===== src/rtl/line_stepper_pkg.sv =====
package line_stepper_pkg;
  typedef struct packed {
    logic y_major;
    logic inc_x;
    logic inc_y;
  } orient_t;
endpackage


===== src/rtl/stepper_ctl.sv =====
module stepper_ctl #(
  parameter int CNT_W = 12
) (
  input  logic             clk,
  input  logic             rst_n,
  input  logic             start,
  input  logic             stall,
  input  logic [CNT_W-1:0] cnt_init,
  output logic             busy_o,
  output logic             load_o,
  output logic             adv_o,
  output logic             done_o
);
  logic [CNT_W-1:0] cnt_q, cnt_d;
  logic             busy_q, busy_d;
  logic             done_q, done_d;
  logic             last, fin;

  always_comb begin
    last   = (cnt_q == '0);
    load_o = start && !busy_q;
    adv_o  = busy_q && !stall && !last;
    fin    = busy_q && !stall && last;
    busy_d = busy_q;
    cnt_d  = cnt_q;
    if (load_o) begin
      busy_d = 1'b1;
      cnt_d  = cnt_init;
    end else if (fin) begin
      busy_d = 1'b0;
    end else if (adv_o) begin
      cnt_d  = cnt_q - 1'b1;
    end
    done_d = fin;
  end

  always_ff @(posedge clk or negedge rst_n) begin
    if (!rst_n) begin
      cnt_q  <= '0;
      busy_q <= 1'b0;
      done_q <= 1'b0;
    end else begin
      cnt_q  <= cnt_d;
      busy_q <= busy_d;
      done_q <= done_d;
    end
  end

  assign busy_o = busy_q;
  assign done_o = done_q;


  done_pulse_chk: assert property (@(posedge clk) disable iff (!rst_n)
    done_q |=> !done_q);

  done_excl_chk: assert property (@(posedge clk) disable iff (!rst_n)
    done_q |-> !busy_q);

  stall_hold_chk: assert property (@(posedge clk) disable iff (!rst_n)
    busy_q && stall |=> busy_q && $stable(cnt_q));

  start_ignored_chk: assert property (@(posedge clk) disable iff (!rst_n)
    busy_q && start && !last |=> busy_q && (cnt_q == $past(cnt_q) - CNT_W'($past(adv_o))));
endmodule


===== src/rtl/stepper_err.sv =====
module stepper_err #(
  parameter int ERR_W = 14
) (
  input  logic             clk,
  input  logic             rst_n,
  input  logic             load,
  input  logic             adv,
  input  logic [ERR_W-1:0] err_init,
  input  logic [ERR_W-1:0] axial_k,
  input  logic [ERR_W-1:0] diag_k,
  output logic             minor_step
);
  logic [ERR_W-1:0] err_q, err_d;
  logic [ERR_W-1:0] axial_q, axial_d;
  logic [ERR_W-1:0] diag_q, diag_d;

  always_comb begin
    minor_step = !err_q[ERR_W-1];
    err_d   = err_q;
    axial_d = axial_q;
    diag_d  = diag_q;
    if (load) begin
      err_d   = err_init;
      axial_d = axial_k;
      diag_d  = diag_k;
    end else if (adv) begin
      err_d = err_q + (minor_step ? diag_q : axial_q);
    end
  end

  always_ff @(posedge clk or negedge rst_n) begin
    if (!rst_n) begin
      err_q   <= '0;
      axial_q <= '0;
      diag_q  <= '0;
    end else begin
      err_q   <= err_d;
      axial_q <= axial_d;
      diag_q  <= diag_d;
    end
  end


  err_hold_chk: assert property (@(posedge clk) disable iff (!rst_n)
    !load && !adv |=> $stable(err_q));

  const_hold_chk: assert property (@(posedge clk) disable iff (!rst_n)
    !load |=> $stable(axial_q) && $stable(diag_q));
endmodule


===== src/rtl/stepper_axis.sv =====
module stepper_axis #(
  parameter int COORD_W = 12
) (
  input  logic               clk,
  input  logic               rst_n,
  input  logic               load,
  input  logic               step,
  input  logic               inc,
  input  logic [COORD_W-1:0] start_val,
  output logic [COORD_W-1:0] coord
);
  logic [COORD_W-1:0] pos_q, pos_d;

  always_comb begin
    pos_d = pos_q;
    if (load)
      pos_d = start_val;
    else if (step)
      pos_d = inc ? pos_q + COORD_W'(1) : pos_q - COORD_W'(1);
  end

  always_ff @(posedge clk or negedge rst_n) begin
    if (!rst_n) pos_q <= '0;
    else        pos_q <= pos_d;
  end

  assign coord = pos_q;


  pos_hold_chk: assert property (@(posedge clk) disable iff (!rst_n)
    !load && !step |=> $stable(pos_q));

  pos_load_chk: assert property (@(posedge clk) disable iff (!rst_n)
    load |=> pos_q == $past(start_val));
endmodule


===== src/rtl/line_stepper.sv =====
module line_stepper
  import line_stepper_pkg::*;
#(
  parameter int COORD_W = 12,
  parameter int ERR_W   = 14,
  parameter int CNT_W   = 12
) (
  input  logic               clk,
  input  logic               rst_n,
  input  logic               start,
  input  logic               stall,
  input  logic [COORD_W-1:0] start_x,
  input  logic [COORD_W-1:0] start_y,
  input  logic [ERR_W-1:0]   err_init,
  input  logic [ERR_W-1:0]   axial_k,
  input  logic [ERR_W-1:0]   diag_k,
  input  logic [CNT_W-1:0]   pix_count,
  input  logic               y_major,
  input  logic               inc_x,
  input  logic               inc_y,
  output logic [COORD_W-1:0] pix_x,
  output logic [COORD_W-1:0] pix_y,
  output logic               pix_valid,
  output logic               done
);
  localparam int NAX = 2;

  logic rst_meta_q, rst_sync_q;
  always_ff @(posedge clk or negedge rst_n) begin
    if (!rst_n) begin
      rst_meta_q <= 1'b0;
      rst_sync_q <= 1'b0;
    end else begin
      rst_meta_q <= 1'b1;
      rst_sync_q <= rst_meta_q;
    end
  end

  logic    busy, load, adv, minor_step;
  orient_t orient_q, orient_d;

  stepper_ctl #(.CNT_W(CNT_W)) u_ctl (
    .clk(clk), .rst_n(rst_sync_q), .start(start), .stall(stall),
    .cnt_init(pix_count), .busy_o(busy), .load_o(load), .adv_o(adv),
    .done_o(done)
  );

  stepper_err #(.ERR_W(ERR_W)) u_err (
    .clk(clk), .rst_n(rst_sync_q), .load(load), .adv(adv),
    .err_init(err_init), .axial_k(axial_k), .diag_k(diag_k),
    .minor_step(minor_step)
  );

  always_comb begin
    orient_d = orient_q;
    if (load) orient_d = '{y_major: y_major, inc_x: inc_x, inc_y: inc_y};
  end

  always_ff @(posedge clk or negedge rst_sync_q) begin
    if (!rst_sync_q) orient_q <= '0;
    else             orient_q <= orient_d;
  end

  logic [NAX-1:0][COORD_W-1:0] start_v, coord_v;
  logic [NAX-1:0]              inc_v, step_v;

  assign start_v[0] = start_x;
  assign start_v[1] = start_y;
  assign inc_v[0]   = orient_q.inc_x;
  assign inc_v[1]   = orient_q.inc_y;

  for (genvar i = 0; i < NAX; i++) begin : g_axis
    localparam logic IS_Y = (i == 1);
    assign step_v[i] = adv && ((IS_Y == orient_q.y_major) || minor_step);
    stepper_axis #(.COORD_W(COORD_W)) u_axis (
      .clk(clk), .rst_n(rst_sync_q), .load(load), .step(step_v[i]),
      .inc(inc_v[i]), .start_val(start_v[i]), .coord(coord_v[i])
    );
  end

  assign pix_x     = coord_v[0];
  assign pix_y     = coord_v[1];
  assign pix_valid = busy;


  major_move_chk: assert property (@(posedge clk) disable iff (!rst_sync_q)
    adv |=> ($past(orient_q.y_major) ? (pix_y != $past(pix_y)) : (pix_x != $past(pix_x))));

  stall_pix_chk: assert property (@(posedge clk) disable iff (!rst_sync_q)
    pix_valid && stall |=> pix_valid && $stable(pix_x) && $stable(pix_y));

  idle_chk: assert property (@(posedge clk) disable iff (!rst_sync_q)
    !pix_valid && !start |=> !pix_valid);
endmodule


===== config.mk =====
export PLATFORM = sky130hd
export DESIGN_NAME = line_stepper
export DESIGN_NICKNAME = d
export VERILOG_FILES = /design/src/rtl/line_stepper_pkg.sv /design/src/rtl/stepper_ctl.sv /design/src/rtl/stepper_err.sv /design/src/rtl/stepper_axis.sv /design/src/rtl/line_stepper.sv
export SDC_FILE = /design/constraint.sdc
export NUM_CORES = 1
export LEC_CHECK = 0
export ABC_AREA = 1
export BUFFER_PORTS_ARGS = -buffer_cell sky130_fd_sc_hd__buf_2
export CAP_MARGIN = 10
export CORE_MARGIN = 1
export CORE_UTILIZATION = 55
export CTS_CLUSTER_DIAMETER = 200
export DETAILED_ROUTE_END_ITERATION = 10
export PLACE_DENSITY = 0.8
export SLEW_MARGIN = 20
export SYNTH_ARGS = -nofsm -noshare
export SYNTH_HDL_FRONTEND = slang
export SYNTH_SLANG_ARGS = --single-unit

===== constraint.sdc =====
create_clock -name clk -period 4.32 [get_ports clk]
set_clock_uncertainty 0.1 [all_clocks]
set_input_delay 0.432 -clock clk [delete_from_list [all_inputs] [get_ports clk]]
set_output_delay 0.432 -clock clk [all_outputs]
set_load 0.02 [all_outputs]

### Yosys cells after proc, flatten, opt, wreduce, memory -nomap -nowiden

Cells that the tools add are included.

| cells by class | value |
|---|---|
| add/subtract/negate cells | 6 |
| $mul | 0 |
| div/mod/pow operators | 0 |
| magnitude comparators | 0 |
| eq/ne operators | 1 |
| shift-type cells | 0 |
| muxes and demuxes | 14 |
| bitwise gates (word level) | 1 |
| reduce and logical (&&, ||, !) cells | 18 |

Operator list:

| cell | number |
|---|---|
| two-way mux 12 bit | 9 |
| two-way mux 14 bit | 3 |
| subtractor 12 x 1 -> 12 bit (second input constant) | 3 |
| adder 12 x 1 -> 12 bit (second input constant) | 2 |
| adder 14 bit | 1 |
| zero test 12 bit | 1 |
| nonzero test 2 bit | 4 |
| logical AND 1 bit | 6 |
| zero test 1 bit | 4 |
| logical OR 1 bit | 2 |
| two-way mux 1 bit | 2 |
| != test 2 x 1 -> 1 bit (second input constant) | 1 |
| AND reduction 2 bit | 1 |
| inverter 1 bit | 1 |

| word-level totals | value |
|---|---|
| flip-flop bits (word level) | 85 |
| bits in latches | 0 |
| RAM bits | 0 |
| memory bits (read-only) | 0 |
| logic and storage cells | 53 |
| memories kept | 0 |

### Longest topological paths before layout

| logic depth | value |
|---|---|
| depth after elaboration | 6 |
| gate-level depth with buffers | 16 |
| gate-level depth less buffers | 14 |

### Modules after synthesis

From an unflattened synthesis, not the netlist that was laid out.

| unflattened totals | value |
|---|---|
| cells, all modules | 836 |
| area total of the unflattened synthesis | 6022.0 sq um |

By module, submodules not included:

| module | instances | cells each | area each (sq um) | sequential area each (sq um) |
|---|---|---|---|---|
| stepper_err | 1 | 330 | 2580.0 | 1051.0 |
| stepper_axis at g_axis[1].u_axis | 1 | 171 | 1114.8 | 300.3 |
| stepper_axis at g_axis[0].u_axis | 1 | 170 | 1111.1 | 300.3 |
| stepper_ctl | 1 | 145 | 1029.7 | 350.3 |
| line_stepper | 1 | 20 | 186.4 | 125.1 |

### Worst setup path before layout

No wires, ideal clock.

| timing path | value |
|---|---|
| path kind | reg2reg |
| from | register u_err.err_q[13] |
| to | register u_err.err_q[8] |
| setup time | 0.121 ns |
| data arrival time | 1.922 ns |
| data required time | 4.099 ns |
| setup slack | 2.177 ns |
| stages on the path, launching flop included | 14 |
| path buffers | 2 |
| cells stage by stage | dfrtp_1 > buf_4 > inv_1 > clkbuf_1 > nand2_1 > nand2_1 > ha_1 > nand2_1 > nand3_1 > nand2_1 > nand2_1 > xor2_1 > o21ai_1 > nand2_1 |

| between the ends | value |
|---|---|
| longest elaborated chain between the ends | 4 |

RTL lines:

| element | line | text |
|---|---|---|
| from (decl) | stepper_err.sv:13 | `logic [ERR_W-1:0] err_q, err_d;` |
| from (signal assigned) | stepper_err.sv:37 | `err_q <= err_d;` |
| two-way mux 14 bit | stepper_err.sv:27 | `err_d = err_q + (minor_step ? diag_q : axial_q);` |
| adder 14 bit | stepper_err.sv:27 |  |
| two-way mux 14 bit | stepper_err.sv:26 | `end else if (adv) begin` |
| two-way mux 14 bit | stepper_err.sv:22 | `if (load) begin` |

No other way between the ends. The select of a mux whose other input is x is not followed.
A chain may end at the register's enable or synchronous reset.

### Worst setup path in the final report

Ends and elaborated chain as after synthesis.

==> impl_summary.log <==
[metrics] status: complete, no violations
[metrics] post-placement worst setup slack: 1550 ps
[metrics] worst r2r src: u_err.err_q[13]
[metrics] Post-Syn Area per Cell: 6.67 um2
[metrics] cts hold-fix bufs: 1
[metrics] largest net degree at the start of global routing: 84
[metrics] number of global-route vias before repair: 5704
[metrics] critical path endpoint category: register
[metrics] warnings from Yosys: 0
[metrics] total of max-cap violations: 0
[metrics] most common cell after layout, fill and taps aside: nand2_1
[metrics] signal arrival time at the worst endpoint: 2940 ps
[metrics] series of cell instances along the critical path: inv_1 > nand2_1 > nand2_1 > ha_1 > fa_1 > nand3_1 > nand3_1 > nand2_1 > nand2_1 > xor2_1 > o21ai_1 > nand2_1
[metrics] clock tree from TritonCTS: built
[metrics] post-placement cell count: 1157
[metrics] number of DRC violations after detailed-routing iteration 0: 382
[metrics] required time of the critical path: 4460 ps
[metrics] area of the die: 11700 um2
[metrics] clock root buffer: clkbuf_16
[metrics] sequential element share of the synthesized area: 34.2%
[metrics] Post-Route WL: 14700 um
[metrics] normalized max-slew margin: 32.1%
[metrics] number of buffers inserted by post-CTS setup repair: 0
[metrics] highest net fanout along the worst path: 16
[metrics] proportion of power drawn by the clock network: 12.7%
[metrics] global-route wire length before repair: 25200 um
[metrics] launching element type of the critical path: register
[metrics] most common cell type on the critical path: nand2_1
[metrics] worst skew pair latency: 360 ps
[metrics] cell count after synthesis: 932
[metrics] Cell Count, Final, Fillers Out: 1175
[metrics] Cell Rows: 38
[metrics] Die Height: 108 um
[metrics] final critical delay including setup and external delays: 2800 ps
[metrics] length in cells of the worst reg-to-reg path: 12
[metrics] Area growth, synth to finish: 14.7%
[metrics] termination of the worst setup path: u_err.err_q[8]
[metrics] worst vdd ir: 0.394 mV
[metrics] power per cell area: 869 nW/um2
[metrics] final sum of negative setup slack: 0 ps
[metrics] kind of path behind the tightest hold check: in2reg
[metrics] total inserted antenna cells: 0
[metrics] Cell Area, Synth: 6220 um2
[metrics] area post-placement: 6800 um2
[metrics] DR DRC count: 0
[metrics] type of the setup path with the least slack: reg2reg
[metrics] drt wl/cell: 12.5 um
[metrics] post-detailed-route via-to-cell ratio: 5.21
[metrics] area of all placed cells without fillers: 7130 um2
[metrics] boundary pin count: 111
[metrics] number of nets in the synthesized netlist: 1055
[metrics] internal power: 3.13 mW
[metrics] number of cells upsized or downsized after cts: 0
[metrics] worst reg2reg endpoint: u_err.err_q[8]
[metrics] total number of vias: 6120
[metrics] effective utilization at floorplan: 56.9%
[metrics] sw frac: 49.4%
[metrics] delay of the slowest critical-path stage: 640 ps
[metrics] number of synthesized register bits: 85
[metrics] die boundary width: 108 um
[metrics] final hold violation count: 0
[metrics] measured slew at the worst slew-check pin: 1020 ps
[metrics] clock transition at the register clock pins on the worst setup and hold paths after CTS: 70 ps
[metrics] final estimated routing congestion in global placement: 0.864
[metrics] sequential share of power: 24.3%
[metrics] setup slack after layout: 1520 ps
[metrics] endpoints failing setup: 0
[metrics] final-stage net count: 1153
[metrics] slack of the worst reg-to-reg path: 1520 ps
[metrics] post-synth cell types: 41
[metrics] largest buffer count on any clock path: 2
[metrics] ratio of final minimum period to clock period: 64.9%
[metrics] global-route usage over all layers: 27.2%
[metrics] share of layout cells above drive strength 1: 15.3%
[metrics] static leakage power: 4.07 nW
[metrics] initial antenna violation count: 0
[metrics] sum of overflow across all layers after global routing: 0
[metrics] commonest cells after routing, fill and taps aside: 388 x nand2_1, 110 x buf_2, 101 x nor2_1
[metrics] Detailed Routing Iterations Pass 1: 6
[metrics] RSZ-0062 raised after global routing: no
[metrics] total CTS buffers: 9
[metrics] count of antenna-violating nets left after detailed routing: 0
[metrics] clock sink count: 85
[metrics] Detail Placement HPWL: 10400 um
[metrics] switching power of the nets: 3.06 mW
[metrics] part of the total power dissipated in combinational logic: 63.0%
[metrics] Port Buffer Count: 110
[metrics] f_max: 357 MHz
[metrics] library cell contributing the largest single delay on the critical path: dfrtp_1
[metrics] worst setup path startpoint: u_err.err_q[13]
[metrics] maximum level of the CTS H-tree: 3
[metrics] placeable core region: 10900 um2
[metrics] number of pins with negative max-slew slack in the final report: 0
==> worst min-delay path by stage <==
stage          cells past startpoint   startpoint  slack (ps)           endpoint
5_1_grt                            3      y_major         170        orient_q[2]
6_report                           3  axial_k[12]         170  u_err.axial_q[12]
4_1_cts                            3    diag_k[8]         170    u_err.diag_q[8]
2_1_floorplan                      0        rst_n          40         rst_meta_q
3_3_place_gp                       1        rst_n         120         rst_meta_q
3_5_place_dp                       1        rst_n         120         rst_meta_q
==> cell usage after synthesis <==
library cell	count	share of area (%)
nand2_1	388	23
nor2_1	101	6.1
dfrtp_1	85	34
inv_1	85	5.1
nand3_1	76	6.1
ha_1	35	7.0
a21oi_1	18	1.4
o21ai_0	14	1.1
a31oi_1	13	1.3
nand4_1	13	1.3
clkbuf_1	12	0.72
o21ai_1	11	0.89
buf_2	7	0.56
inv_2	7	0.42
xor2_1	7	0.99
a21o_1	6	0.72
o211ai_1	6	0.72
nand2_4	5	0.91
buf_6	4	0.72
xnor2_1	4	0.56
fa_1	3	0.97
inv_4	3	0.30
nand3b_1	3	0.36
nor2_2	3	0.30
buf_4	2	0.24
nand3_2	2	0.32
nor2_4	2	0.36
o21bai_1	2	0.24
o22ai_1	2	0.20
or2_2	2	0.20
a21boi_0	1	0.12
a31oi_2	1	0.20
buf_8	1	0.24
conb_1	1	0.060
nand2_2	1	0.10
nand2_8	1	0.32
nand3_4	1	0.28
nor2_8	1	0.32
nor3_1	1	0.080
nor3_4	1	0.26
or2_1	1	0.10
==> registers in the layout, indices dropped and copies added (netlist names) <==
| register | flops |
|---|---|
| g_axis.u_axis.coord | 24 |
| u_err.axial_q | 14 |
| u_err.diag_q | 14 |
| u_err.err_q | 14 |
| u_ctl.cnt_q | 12 |
| inc_v | 2 |
| orient_q | 1 |
| rst_meta_q | 1 |
| rst_sync_q | 1 |
| u_ctl.busy_o | 1 |
| u_ctl.done_o | 1 |
==> power groups by stage <==
stage	clock, mW	sequential, mW	combinational, mW
floorplan	0	1.56	3.03
global placement	0	1.52	3.77
detailed placement	0	1.52	3.85
CTS	0.794	1.51	3.88
global route	0.831	1.56	4.53
finish	0.786	1.51	3.90
==> stage by stage <==
stage               hold slack (ps)  util, %  power (mW)
finish                          173     65.2        6.20
global route                    174     65.2        6.92
CTS                             165     65.0        6.19
detailed placement              119     62.2        5.37
global placement                119     62.2        5.29
floorplan                      36.4        -        4.59
==> worst max-delay path, delay by kind of cell, from the launching register on <==
kind | cells | cell delay, ps
xor+xnor | 1 | 140
simple gates | 7 | 690
fa+ha+maj | 2 | 660
buf+inv | 1 | 340
flops | 1 | 640
compound gates | 1 | 110
==> final cells by class <==
type	count	area, um2
Clock inverter	6	63.8
Timing Repair Buffer	113	596
Fill cell	1019	3800
Clock buffer	10	229
Sequential cell	85	2130
Multi-Input combinational cell	726	3570
Inverter	95	364
Tap cell	140	175
==> routing by layer <==
| layer | share of wire (%) | global-route usage, % | routed length (um) | up-vias |
|---|---|---|---|---|
| met2 | 46 | 45.7 | 6760 | 156 |
| met4 | 1.4 | 8.98 | 199 | 0 |
| met1 | 48 | 35.9 | 7130 | 2797 |
| met3 | 4.3 | 4.10 | 638 | 17 |
| li1 | - | - | - | 3150 |
| met5 | 0 | 0 | 0 | - |
==> kinds of logic after synthesis <==
family          share of synthesized area, %
compound gates                          6.98
other cells                           0.0603
flops                                   34.2
buf+inv                                 8.35
simple gates                            40.9
fa+ha+maj                               8.01
xor+xnor                                1.55
Power figures use the tool's default switching activity.
